<file path="src/rtl/pes_pkg.sv">
package pes_pkg;
  typedef enum logic [1:0] {
    OP_WRITE = 2'd0,
    OP_ERASE = 2'd1,
    OP_ERALL = 2'd2,
    OP_WRALL = 2'd3
  } op_e;

  // operation needs an all-ones pass before (or instead of) storing
  function automatic logic op_clears(op_e op);
    return op != OP_WRALL;
  endfunction

  // operation stores the carried data word
  function automatic logic op_stores(op_e op);
    return (op == OP_WRITE) || (op == OP_WRALL);
  endfunction

  // operation walks every address instead of one
  function automatic logic op_sweeps(op_e op);
    return (op == OP_ERALL) || (op == OP_WRALL);
  endfunction

  // one-hot modifying strobes to an operation code
  function automatic op_e op_from_strobes(logic s_wr, logic s_er, logic s_ea, logic s_wa);
    op_e r;
    r = OP_WRITE;
    if (s_er) r = OP_ERASE;
    if (s_ea) r = OP_ERALL;
    if (s_wa) r = OP_WRALL;
    if (s_wr) r = OP_WRITE;
    return r;
  endfunction
endpackage

</file>
<file path="src/rtl/pes_wel.sv">
module pes_wel (
  input  logic clk,
  input  logic rst_n,
  input  logic set_i,
  input  logic clr_i,
  output logic wel_o
);
  always_ff @(posedge clk or negedge rst_n) begin
    if (!rst_n)     wel_o <= 1'b0;
    else if (set_i) wel_o <= 1'b1;
    else if (clr_i) wel_o <= 1'b0;
  end
endmodule

</file>
<file path="src/rtl/pes_frame.sv">
module pes_frame
  import pes_pkg::*;
#(
  parameter int ADDR_W = 4,
  parameter int DATA_W = 16
) (
  input  logic              clk,
  input  logic              rst_n,
  input  logic              load_i,
  input  op_e               op_i,
  input  logic [ADDR_W-1:0] addr_i,
  input  logic [DATA_W-1:0] data_i,
  input  logic              consume_i,
  output logic              vld_o,
  output op_e               op_o,
  output logic [ADDR_W-1:0] addr_o,
  output logic [DATA_W-1:0] data_o
);
  always_ff @(posedge clk or negedge rst_n) begin
    if (!rst_n) begin
      vld_o  <= 1'b0;
      op_o   <= OP_WRITE;
      addr_o <= '0;
      data_o <= '0;
    end else if (load_i) begin
      vld_o  <= 1'b1;
      op_o   <= op_i;
      addr_o <= addr_i;
      data_o <= data_i;
    end else if (consume_i) begin
      vld_o  <= 1'b0;
    end
  end
endmodule

</file>
<file path="src/rtl/pes_engine.sv">
module pes_engine
  import pes_pkg::*;
#(
  parameter int ADDR_W   = 4,
  parameter int DATA_W   = 16,
  parameter int CYC_CLKS = 40
) (
  input  logic              clk,
  input  logic              rst_n,
  input  logic              start_i,
  input  op_e               op_i,
  input  logic [ADDR_W-1:0] addr_i,
  input  logic [DATA_W-1:0] data_i,
  output logic              busy_o,
  output logic              clr_win_o,
  output logic              arr_we_o,
  output logic [ADDR_W-1:0] arr_addr_o,
  output logic [DATA_W-1:0] arr_wdata_o
);
  localparam int DEPTH = 1 << ADDR_W;
  localparam int CNT_W = $clog2(CYC_CLKS + 1);
  localparam logic [CNT_W-1:0] LAST_C  = CNT_W'(CYC_CLKS - 1);
  localparam logic [CNT_W-1:0] HALF_C  = CNT_W'(CYC_CLKS / 2);
  localparam logic [CNT_W-1:0] DEPTH_C = CNT_W'(DEPTH);

  op_e               op_q;
  logic [ADDR_W-1:0] addr_q;
  logic [DATA_W-1:0] data_q;
  logic [CNT_W-1:0]  tick_q;
  logic [CNT_W-1:0]  span;
  logic [CNT_W-1:0]  offs;
  logic              sto_win;

  function automatic logic in_win(logic [CNT_W-1:0] t, logic [CNT_W-1:0] base,
                                  logic [CNT_W-1:0] len);
    return (t >= base) && (t < base + len);
  endfunction

  always_ff @(posedge clk or negedge rst_n) begin
    if (!rst_n) begin
      busy_o <= 1'b0;
      tick_q <= '0;
      op_q   <= OP_WRITE;
      addr_q <= '0;
      data_q <= '0;
    end else if (start_i) begin
      busy_o <= 1'b1;
      tick_q <= '0;
      op_q   <= op_i;
      addr_q <= addr_i;
      data_q <= data_i;
    end else if (busy_o) begin
      if (tick_q == LAST_C) busy_o <= 1'b0;
      else                  tick_q <= tick_q + 1'b1;
    end
  end

  always_comb begin
    span        = op_sweeps(op_q) ? DEPTH_C : CNT_W'(1);
    clr_win_o   = busy_o && op_clears(op_q) && in_win(tick_q, '0, span);
    sto_win     = busy_o && op_stores(op_q) && in_win(tick_q, HALF_C, span);
    offs        = clr_win_o ? tick_q : tick_q - HALF_C;
    arr_we_o    = clr_win_o || sto_win;
    arr_addr_o  = op_sweeps(op_q) ? offs[ADDR_W-1:0] : addr_q;
    arr_wdata_o = clr_win_o ? '1 : data_q;
  end
endmodule

</file>
<file path="src/rtl/prog_erase_seq.sv">
module prog_erase_seq
  import pes_pkg::*;
#(
  parameter int ADDR_W   = 4,
  parameter int DATA_W   = 16,
  parameter int CYC_CLKS = 40
) (
  input  logic              clk,
  input  logic              rst_n,
  input  logic              stb_write,
  input  logic              stb_erase,
  input  logic              stb_erall,
  input  logic              stb_wrall,
  input  logic              stb_ewen,
  input  logic              stb_ewds,
  input  logic [ADDR_W-1:0] cmd_addr,
  input  logic [DATA_W-1:0] cmd_data,
  input  logic              prog_en,
  input  logic              cs_fall,
  output logic              busy,
  output logic              wel,
  output logic              arr_we,
  output logic [ADDR_W-1:0] arr_addr,
  output logic [DATA_W-1:0] arr_wdata
);
  logic              idle;
  logic              mod_stb;
  logic              pend_vld;
  op_e               pend_op;
  logic [ADDR_W-1:0] pend_addr;
  logic [DATA_W-1:0] pend_data;
  logic              consume;
  logic              allowed;
  logic              start;
  logic              clr_win;

  assign idle    = !busy;
  assign mod_stb = stb_write || stb_erase || stb_erall || stb_wrall;
  assign consume = idle && cs_fall;
  assign allowed = wel && prog_en;
  assign start   = consume && pend_vld && allowed;

  pes_wel u_wel (
    .clk   (clk),
    .rst_n (rst_n),
    .set_i (idle && stb_ewen),
    .clr_i (idle && stb_ewds),
    .wel_o (wel)
  );

  pes_frame #(.ADDR_W(ADDR_W), .DATA_W(DATA_W)) u_frame (
    .clk       (clk),
    .rst_n     (rst_n),
    .load_i    (idle && mod_stb),
    .op_i      (op_from_strobes(stb_write, stb_erase, stb_erall, stb_wrall)),
    .addr_i    (cmd_addr),
    .data_i    (cmd_data),
    .consume_i (consume),
    .vld_o     (pend_vld),
    .op_o      (pend_op),
    .addr_o    (pend_addr),
    .data_o    (pend_data)
  );

  pes_engine #(.ADDR_W(ADDR_W), .DATA_W(DATA_W), .CYC_CLKS(CYC_CLKS)) u_engine (
    .clk         (clk),
    .rst_n       (rst_n),
    .start_i     (start),
    .op_i        (pend_op),
    .addr_i      (pend_addr),
    .data_i      (pend_data),
    .busy_o      (busy),
    .clr_win_o   (clr_win),
    .arr_we_o    (arr_we),
    .arr_addr_o  (arr_addr),
    .arr_wdata_o (arr_wdata)
  );
endmodule

</file>
<file path="config.mk">
export PLATFORM = sky130hd
export DESIGN_NAME = prog_erase_seq
export DESIGN_NICKNAME = d
export VERILOG_FILES = /design/src/rtl/pes_pkg.sv /design/src/rtl/pes_wel.sv /design/src/rtl/pes_frame.sv /design/src/rtl/pes_engine.sv /design/src/rtl/prog_erase_seq.sv
export SDC_FILE = /design/constraint.sdc
export NUM_CORES = 1
export LEC_CHECK = 0
export BUFFER_PORTS_ARGS = -buffer_cell sky130_fd_sc_hd__buf_2
export CORE_ASPECT_RATIO = 0.6
export CORE_MARGIN = 5
export CORE_UTILIZATION = 50
export CTS_BUF_LIST = sky130_fd_sc_hd__clkbuf_2
export DETAILED_ROUTE_END_ITERATION = 10
export GPL_TIMING_DRIVEN = 0
export HOLD_SLACK_MARGIN = 0.06
export PLACE_DENSITY_LB_ADDON = 0.2
export SLEW_MARGIN = 15
export SYNTH_ARGS = -nofsm -noshare
export SYNTH_HDL_FRONTEND = slang
export SYNTH_SLANG_ARGS = --single-unit
</file>
<file path="constraint.sdc">
create_clock -name clk -period 3.76 [get_ports clk]
set_clock_uncertainty 0.2 [all_clocks]
set_input_delay 0.752 -clock clk [delete_from_list [all_inputs] [get_ports clk]]
set_output_delay 0.752 -clock clk [all_outputs]
set_load 0.05 [all_outputs]
</file>
# == After elaboration in Yosys (flattened, before gate mapping) ==
# Index checks and enable logic that the tools add are counted.
# op_classes
n_eq_ne,5
n_addsub,3
bitwise,0
n_div,0
n_mul,0
n_reduce_logical,25
order_cmp,4
shifts,0
n_mux,18
# ops
operator,n
$mux W6,3
$mux W16,1
$logic_and A1 B1 Y1,13
$mux W1,8
$mux W4,2
$add A5 B6 Y6 const A,1
$add A6 B1 Y6 const B,1
$eq A6 B6 Y1 const B,1
$ge A6 B1 Y1 const B,1
$ge A6 B5 Y1 const B,1
$logic_or A1 B1 Y1,6
$lt A6 B5 Y1,1
$lt A6 B6 Y1,1
$mux W2,3
$reduce_bool A2 Y1,3
$mux W5,1
$eq A2 B2 Y1 const B,2
$ne A2 B2 Y1 const B,2
$sub A4 B3 Y4 const B,1
$logic_not A2 Y1,1
$reduce_and A2 Y1,1
$logic_not A1 Y1,1
# totals
out_inout_bits,23
mem_bits_ro,0
mem_bits_rw,0
word_cells,65
n_memories,0
in_bits,30
regBits,53
latch_bits,0

# == Depth between registers and ports, before layout ==
# Gate-level depths: netlist of run 1.
# depth
word_depth,8
mapped_depth,9
ltp_nobuf,9

# == By module ==
# A second synthesis of run 1 with hierarchy kept.
# unflattened
cells_unflattened,207
area_unflattened_um2,2539.9
# modules_own_cells
mod,cells_per_inst,n_inst,area_each_um2,seq_area_each_um2
pes_engine,144,1,1580.3,725.7
pes_frame,49,1,857.1,575.6
prog_erase_seq,11,1,66.3,0.0
pes_wel,3,1,36.3,25.0

# == Least setup slack after synthesis of run 1 ==
# OpenSTA, ideal clock, no wires.
# synth_path
path_kind,register to output
startpoint,reg u_engine.op_q[0]
endpoint,out arr_addr[3]
path_stages_with_launch,10
path_buffers,1
t_required_ns,2.808
arrival_ns,2.729
slack_ns,0.079
cell_sequence,dfrtp_1 > inv_1 > ha_1 > nor2_1 > clkbuf_1 > ha_1 > or4b_1 > nor2_2 > mux2_1 > o21ai_1
# synth_between
elab_chain_len,8
elab_cells_between_ends,11
cone_classes,1 x order compare; 3 x eq/ne; 3 x mux; 4 x reduce/logical
# synth_rtl
element,line,source
from (decl),pes_engine.sv:26,op_e op_q;
from (signal assigned),pes_engine.sv:49,op_q <= op_i;
$eq A2 B2 Y1,pes_pkg.sv:21,return (op == OP_ERALL) || (op == OP_WRALL);
$logic_or A1 B1 Y1,pes_pkg.sv:21,
$mux W5,pes_engine.sv:59,span = op_sweeps(op_q) ? DEPTH_C : CNT_W'(1);
$lt A6 B5 Y1,pes_engine.sv:36,return (t >= base) && (t < base + len);
$logic_and A1 B1 Y1,pes_engine.sv:36,
$logic_and A1 B1 Y1,pes_engine.sv:60,"clr_win_o = busy_o && op_clears(op_q) && in_win(tick_q, '0, span);"
$mux W4,pes_engine.sv:62,offs = clr_win_o ? tick_q : tick_q - HALF_C;
$mux W4 (*),pes_engine.sv:64,arr_addr_o = op_sweeps(op_q) ? offs[ADDR_W-1:0] : addr_q;
to (decl),prog_erase_seq.sv:23,"output logic [ADDR_W-1:0] arr_addr,"
# Every way passes the cells marked *; elsewhere a longest branch is shown, timed or not.

# == Worst setup path after layout of run 1 ==
# layout_path
startpoint,reg u_engine.op_q[1]
endpoint,out arr_addr[3]
# The elaborated chain is that of the path after synthesis.

==> results.yml, run 1 <==
run_status:
  outcome: "finished, final reports clean"
setup_path:
  r2r_start: "u_engine.busy_o"
  worstPathMaxFanout: 3
  criticalPathCategory: "reg -> out"
  cp_slowest_cell: "or4b_4"
  reg2reg_setup_slack_ps: 1740
  worstPathRequired_ps: 2810
  worstPathArrival_ps: 2700
  slowest_delay_ps: 560
  r2r-end: "u_engine.data_q[14]"
  worst_path_most_repeated_cell: "nor2_4"
  path_cells: "ha_2 > nor2_4 > ha_4 > or4b_4 > nor2_4 > mux2_4 > o21ai_4 > buf_6"
  cp-start-kind: "register"
  worstSetupEndpointType: "primary output"
  r2r_cells: 6
clocking:
  cts_inserted_buffers: 5
  clock_path_buffers: 2
  cts_tree: "done"
  root_buffer: "clkbuf_2"
  worstSkewPairLatency_ps: 440
  htree_num_levels: 2
  cts.sinks: 53
  clk_pin_slew_worst_paths_ps: 270
power_and_ir_drop:
  p_per_area_nw_per_um2: 872
  power_mw: 2.57
  vdd_ir_drop_max_uv: 378
  power.leakage_nw: 1.53
timing:
  fin_setup_tns_ps: 0
  relSlewSlack_pct: 55.5
  holdWs_ps: 100
  setup_ws_ps: 112
  tightestPinTransition_ps: 667
  slew_viol_final: 0
  finalHoldViolCount: 0
  grt_setup_unrepaired: "yes"
  setup_violations: 0
  fmax_mhz: 274
  min_period_ps: 3650
  fin_crit_sh_pct: 97.0
finish:
  drive_gt1_share_pct: 32.6
  final_cell_mix: "76 x nand2_1, 53 x dfrtp_1, 51 x buf_2"
  finish.utilization_pct: 63.3
  syn_to_final_growth_pct: 20.1
  layout.nets: 348
  final_common_cell: "nand2_1"
  antennaDiodeCount: 0
grt:
  antenna_found_initial: 0
  grt_pass1_wl_um: 8940
  grt_overflow: 0
  grt_pass1_vias: 1840
  grt_start_max_net_pins: 54
  track_usage_pct: 17.6
drt:
  drt_wl_total_um: 5430
  antenna_left: 0
  viasPerCell: 5.01
  drcViolationCount: 0
  dr.first_iter.drc_count: 65
  wl_per_cell_um: 14.6
  vias: 1868
  first_pass_iters: 4
synth:
  syn_area_per_cell_um2: 9.95
  synth_top_area_cell: "dfrtp_1"
  synth_area_leaders: "dfrtp_1 54%, nand2_1 12%, mux2_2 9.2%"
  ys_seq_area_share_pct: 53.9
  netlist_area_um2: 2460
  yosys_warnings: 0
  synth.distinct_cells: 29
  syn-num-nets: 286
  yosys.area.top_type_share_pct: 53.9
  synthCells: 247
  synth_seq_cells: 53
placement:
  hpwl_um: 3920
  port_buffers: 52
  place_ws_ps: 153
  place_congestion: 0.892
die:
  die_x_um: 101
  placementRows: 19
  io_pins: 53
  dieArea_um2: 6470
  initial_utilization_pct: 52.8
  chipHeight_um: 64.3
  coreArea_um2: 4660
flow_run:
  drv_cap: 0
worst_hold_path:
  hold_class: "in -> async"
report_power, final:
group	switching [mW]	internal, mW	total [mW]
clock network	0.180	0.0443	0.224
logic	0.950	0.493	1.44
registers	0.136	0.769	0.905
total	1.27	1.31	2.57
per-stage QoR:
step / std cells / area [um2]
after floorplan: 247 / 2460
after global placement: 362 / 2800
after detailed placement: 362 / 2800
after CTS: 373 / 2920
after global routing: 373 / 2950
final: 373 / 2950
how the worst max path moves through the flow:
stage                                 from          end  slack (ps)  cells past startpoint
after global placement    u_engine.op_q[0]  arr_addr[3]         200                     10
after global routing      u_engine.op_q[1]  arr_addr[3]         -30                      8
final                     u_engine.op_q[1]  arr_addr[3]         110                      8
after floorplan           u_engine.op_q[0]  arr_addr[3]          80                      9
after CTS                 u_engine.op_q[1]  arr_addr[3]          10                      9
after detailed placement  u_engine.op_q[0]  arr_addr[3]         150                     10
final cells by class:
cell class                      instances  area [um2]
Clock inverter                          3        17.5
Clock buffer                            5        25.0
Sequential cell                        53        1330
Buffer                                  9        45.0
Inverter                               10        37.5
Multi-Input combinational cell        174        1110
Tap cell                               63        78.8
Timing Repair Buffer                   56         308
Fill cell                             424        1710
synthesized netlist by cell type:
cell type	count
and3_1	1
or4b_1	1
nand4b_1	1
nand3_1	5
nor2_2	2
nand2b_1	18
buf_6	1
dfrtp_1	53
nand4_1	2
inv_1	10
a21o_4	1
o31ai_1	1
nor4_1	2
o22a_1	1
ha_1	9
xor2_1	1
buf_2	3
o21ai_1	2
mux2_2	20
clkbuf_1	6
or2_2	1
nand2_1	76
a21oi_1	7
o21a_1	1
o21ai_0	8
xnor2_1	4
mux2_1	1
nor2_1	8
a21o_1	1
kinds of logic (layout without fill, tap and decap cells):
kind of cell	Yosys count	count (layout)	share of synthesized area, %
fa+ha+maj	9	9	4.58
flops	53	53	53.9
xor+xnor	5	5	1.78
mux	21	21	9.62
simple gates	117	117	21.2
compound gates	22	22	5.34
buf+inv	20	83	3.51
layer usage:
metal / GRT usage, % / share of wire (%)
met1: 24.6 / 47
met2: 27.2 / 45
met3: 5.33 / 7.4
met4: 4.03 / 0.88
met5: 0 / 0
state kept, by name (all words and copies together) (netlist names):
signal           flops
u_frame.op_o         2
u_engine.busy_o      1
u_engine.tick_q      6
u_engine.addr_q      4
u_frame.data_o      16
u_wel.wel_o          1
u_frame.addr_o       4
u_engine.data_q     16
u_engine.op_q        2
u_frame.vld_o        1
what timing repair did:
action | CTS | global route
buffers inserted | 3 | 1
pin swaps | 3 | 4
endpoints found under the setup margin | 19 | 12
hold buffers | 0 | 0
gates resized for setup | 15 | 10
worst max-delay path, delay by kind of cell (launching register included):
| family | cells | cell delay (ps) |
|---|---|---|
| simple gates | 3 | 750 |
| flops | 1 | 480 |
| fa+ha+maj | 2 | 380 |
| mux | 1 | 330 |
| buf+inv | 1 | 170 |
| compound gates | 1 | 140 |
Note: power is estimated with default switching activity, not from simulation.
==> inputs of run 2 (changes only) <==
CORE_MARGIN = unset   (was 5)
clock period = 4.15 ns   (was 3.76 ns; I/O delays follow)
==> results.yml, run 2 (same netlist as run 1, synthesis figures left out) <==
run_status:
  outcome: "finished, final reports clean"
setup_path:
  worstPathArrival_ps: 2910
  criticalPathCategory: "reg -> out"
  reg2reg_setup_slack_ps: 2140
  cp-start-kind: "register"
  worstSetupEndpointType: "primary output"
  r2r-end: "u_engine.data_q[4]"
  r2r_start: "u_engine.busy_o"
  r2r_cells: 5
  worstPathMaxFanout: 10
  worstPathRequired_ps: 3120
drt:
  vias: 1826
  drt_wl_total_um: 4890
  first_pass_iters: 4
  antenna_left: 0
  drcViolationCount: 0
  viasPerCell: 4.94
  wl_per_cell_um: 13.2
  dr.first_iter.drc_count: 109
finish:
  top_regs: "u_engine.data_q x16, u_frame.data_o x16, u_engine.tick_q x6"
  syn_to_final_growth_pct: 16.5
  final_cell_mix: "76 x nand2_1, 53 x dfrtp_1, 52 x buf_2"
  post-route-cell-area_um2: 2870
  layout.nets: 345
  final_common_cell: "nand2_1"
  antennaDiodeCount: 0
  drive_gt1_share_pct: 29.6
die:
  placementRows: 19
  chipHeight_um: 56.3
  coreArea_um2: 4640
  dieArea_um2: 5210
  io_pins: 53
  die_x_um: 92.5
  initial_utilization_pct: 53.0
placement:
  place_congestion: 0.788
  hpwl_um: 3610
  port_buffers: 52
  placed_area_um2: 2800
grt:
  track_usage_pct: 20.9
  grt_start_max_net_pins: 54
  grt_pass1_vias: 1740
  grt_pass1_wl_um: 8270
  antenna_found_initial: 0
  grt_overflow: 0
power_and_ir_drop:
  switching_share_pct: 49.1
  p_clk_share_pct: 9.0
  seqPwrFrac_pct: 36.5
  p_per_area_nw_per_um2: 781
  intPower_mw: 1.14
  p_switching_mw: 1.10
  vdd_ir_drop_max_uv: 412
  power_mw: 2.24
  power.leakage_nw: 1.50
  p_comb_share_pct: 54.4
timing:
  tightestPinTransition_ps: 657
  fmax_mhz: 254
  finalHoldViolCount: 0
  slew_viol_final: 0
  relSlewSlack_pct: 56.2
  setup_violations: 0
  grt_setup_unrepaired: "no"
  fin_crit_sh_pct: 94.9
  fin_setup_tns_ps: 0
  min_period_ps: 3940
clocking:
  clk_pin_slew_worst_paths_ps: 260
  cts_hold_buf: 0
  htree_num_levels: 2
  cts_inserted_buffers: 5
  cts_tree: "done"
  clock_path_buffers: 2
  worstSkewPairLatency_ps: 420
  cts.sinks: 53
  root_buffer: "clkbuf_2"
worst_hold_path:
  hold_class: "in -> async"
flow_run:
  drv_cap: 0
-- run 2: cell count changes in the layout (fill, tap and decap cells not counted), sizes merged --
cell | before | now
clkbuf | 10 | 13
buf | 60 | 56
clkinv | 3 | 0
clkinvlp | 0 | 1
-- run 2: final cells by class --
| cell class | count | area (um2) |
|---|---|---|
| timing repair buffer | 52 | 272 |
| multi-input combinational | 174 | 1060 |
| tap | 63 | 78.8 |
| clock inverter | 1 | 7.51 |
| clock buffer | 7 | 35.0 |
| buffer | 10 | 50.0 |
| inverter | 10 | 37.5 |
| sequential | 53 | 1330 |
| fill | 422 | 1770 |
-- run 2: routing by layer --
layer	track usage, %	wire length (um)	part of all wire (%)
met5	0	0	0
met4	4.69	16	0.33
met3	5.42	218	4.5
met2	30.1	2120	43
met1	31.7	2540	52
-- run 2: worst max path at each step --
stage / to / from / slack [ps]
finish: arr_addr[3] / u_engine.op_q[0] / 210
global route: arr_addr[3] / u_engine.op_q[0] / 30
CTS: arr_addr[3] / u_engine.op_q[0] / 50
detailed placement: arr_addr[3] / u_engine.op_q[0] / 520
global placement: arr_addr[3] / u_engine.op_q[0] / 520
floorplan: arr_addr[3] / u_engine.op_q[0] / 390
-- run 2: per-stage QoR --
step	std cells	hold WS (ps)	utilization (%)	setup slack [ps]
6_report	370	194	61.8	210
5_1_grt	370	202	61.8	34.1
4_1_cts	370	301	61.3	47.6
3_5_place_dp	362	252	60.4	516
3_3_place_gp	362	246	60.4	516
2_1_floorplan	247	235	-	391
-- run 2: power by group through the flow --
stage	Clock, mW	Combinational, mW	Sequential (mW)
after floorplan	0	0.924	0.818
after global placement	0	1.18	0.819
after detailed placement	0	1.19	0.830
after CTS	0.209	1.20	0.817
after global routing	0.234	1.32	0.843
final	0.202	1.22	0.818
-- run 2: critical path, stage by stage, from the launching register on --
cell and delay, ps:
dfrtp_1 440, inv_1 80, ha_1 170, nor2_1 60, clkbuf_2 180, ha_1 200
or4b_4 560, nor2_4 120, mux2_1 340, o21ai_2 160, buf_6 180
-- run 2: repair_timing --
item / 4_1_cts / 5_1_grt
setup buffers: 0 / 0
hold endpoints to repair: 0 / 0
gates resized for setup: 1 / 8
setup endpoints to repair: 1 / 2
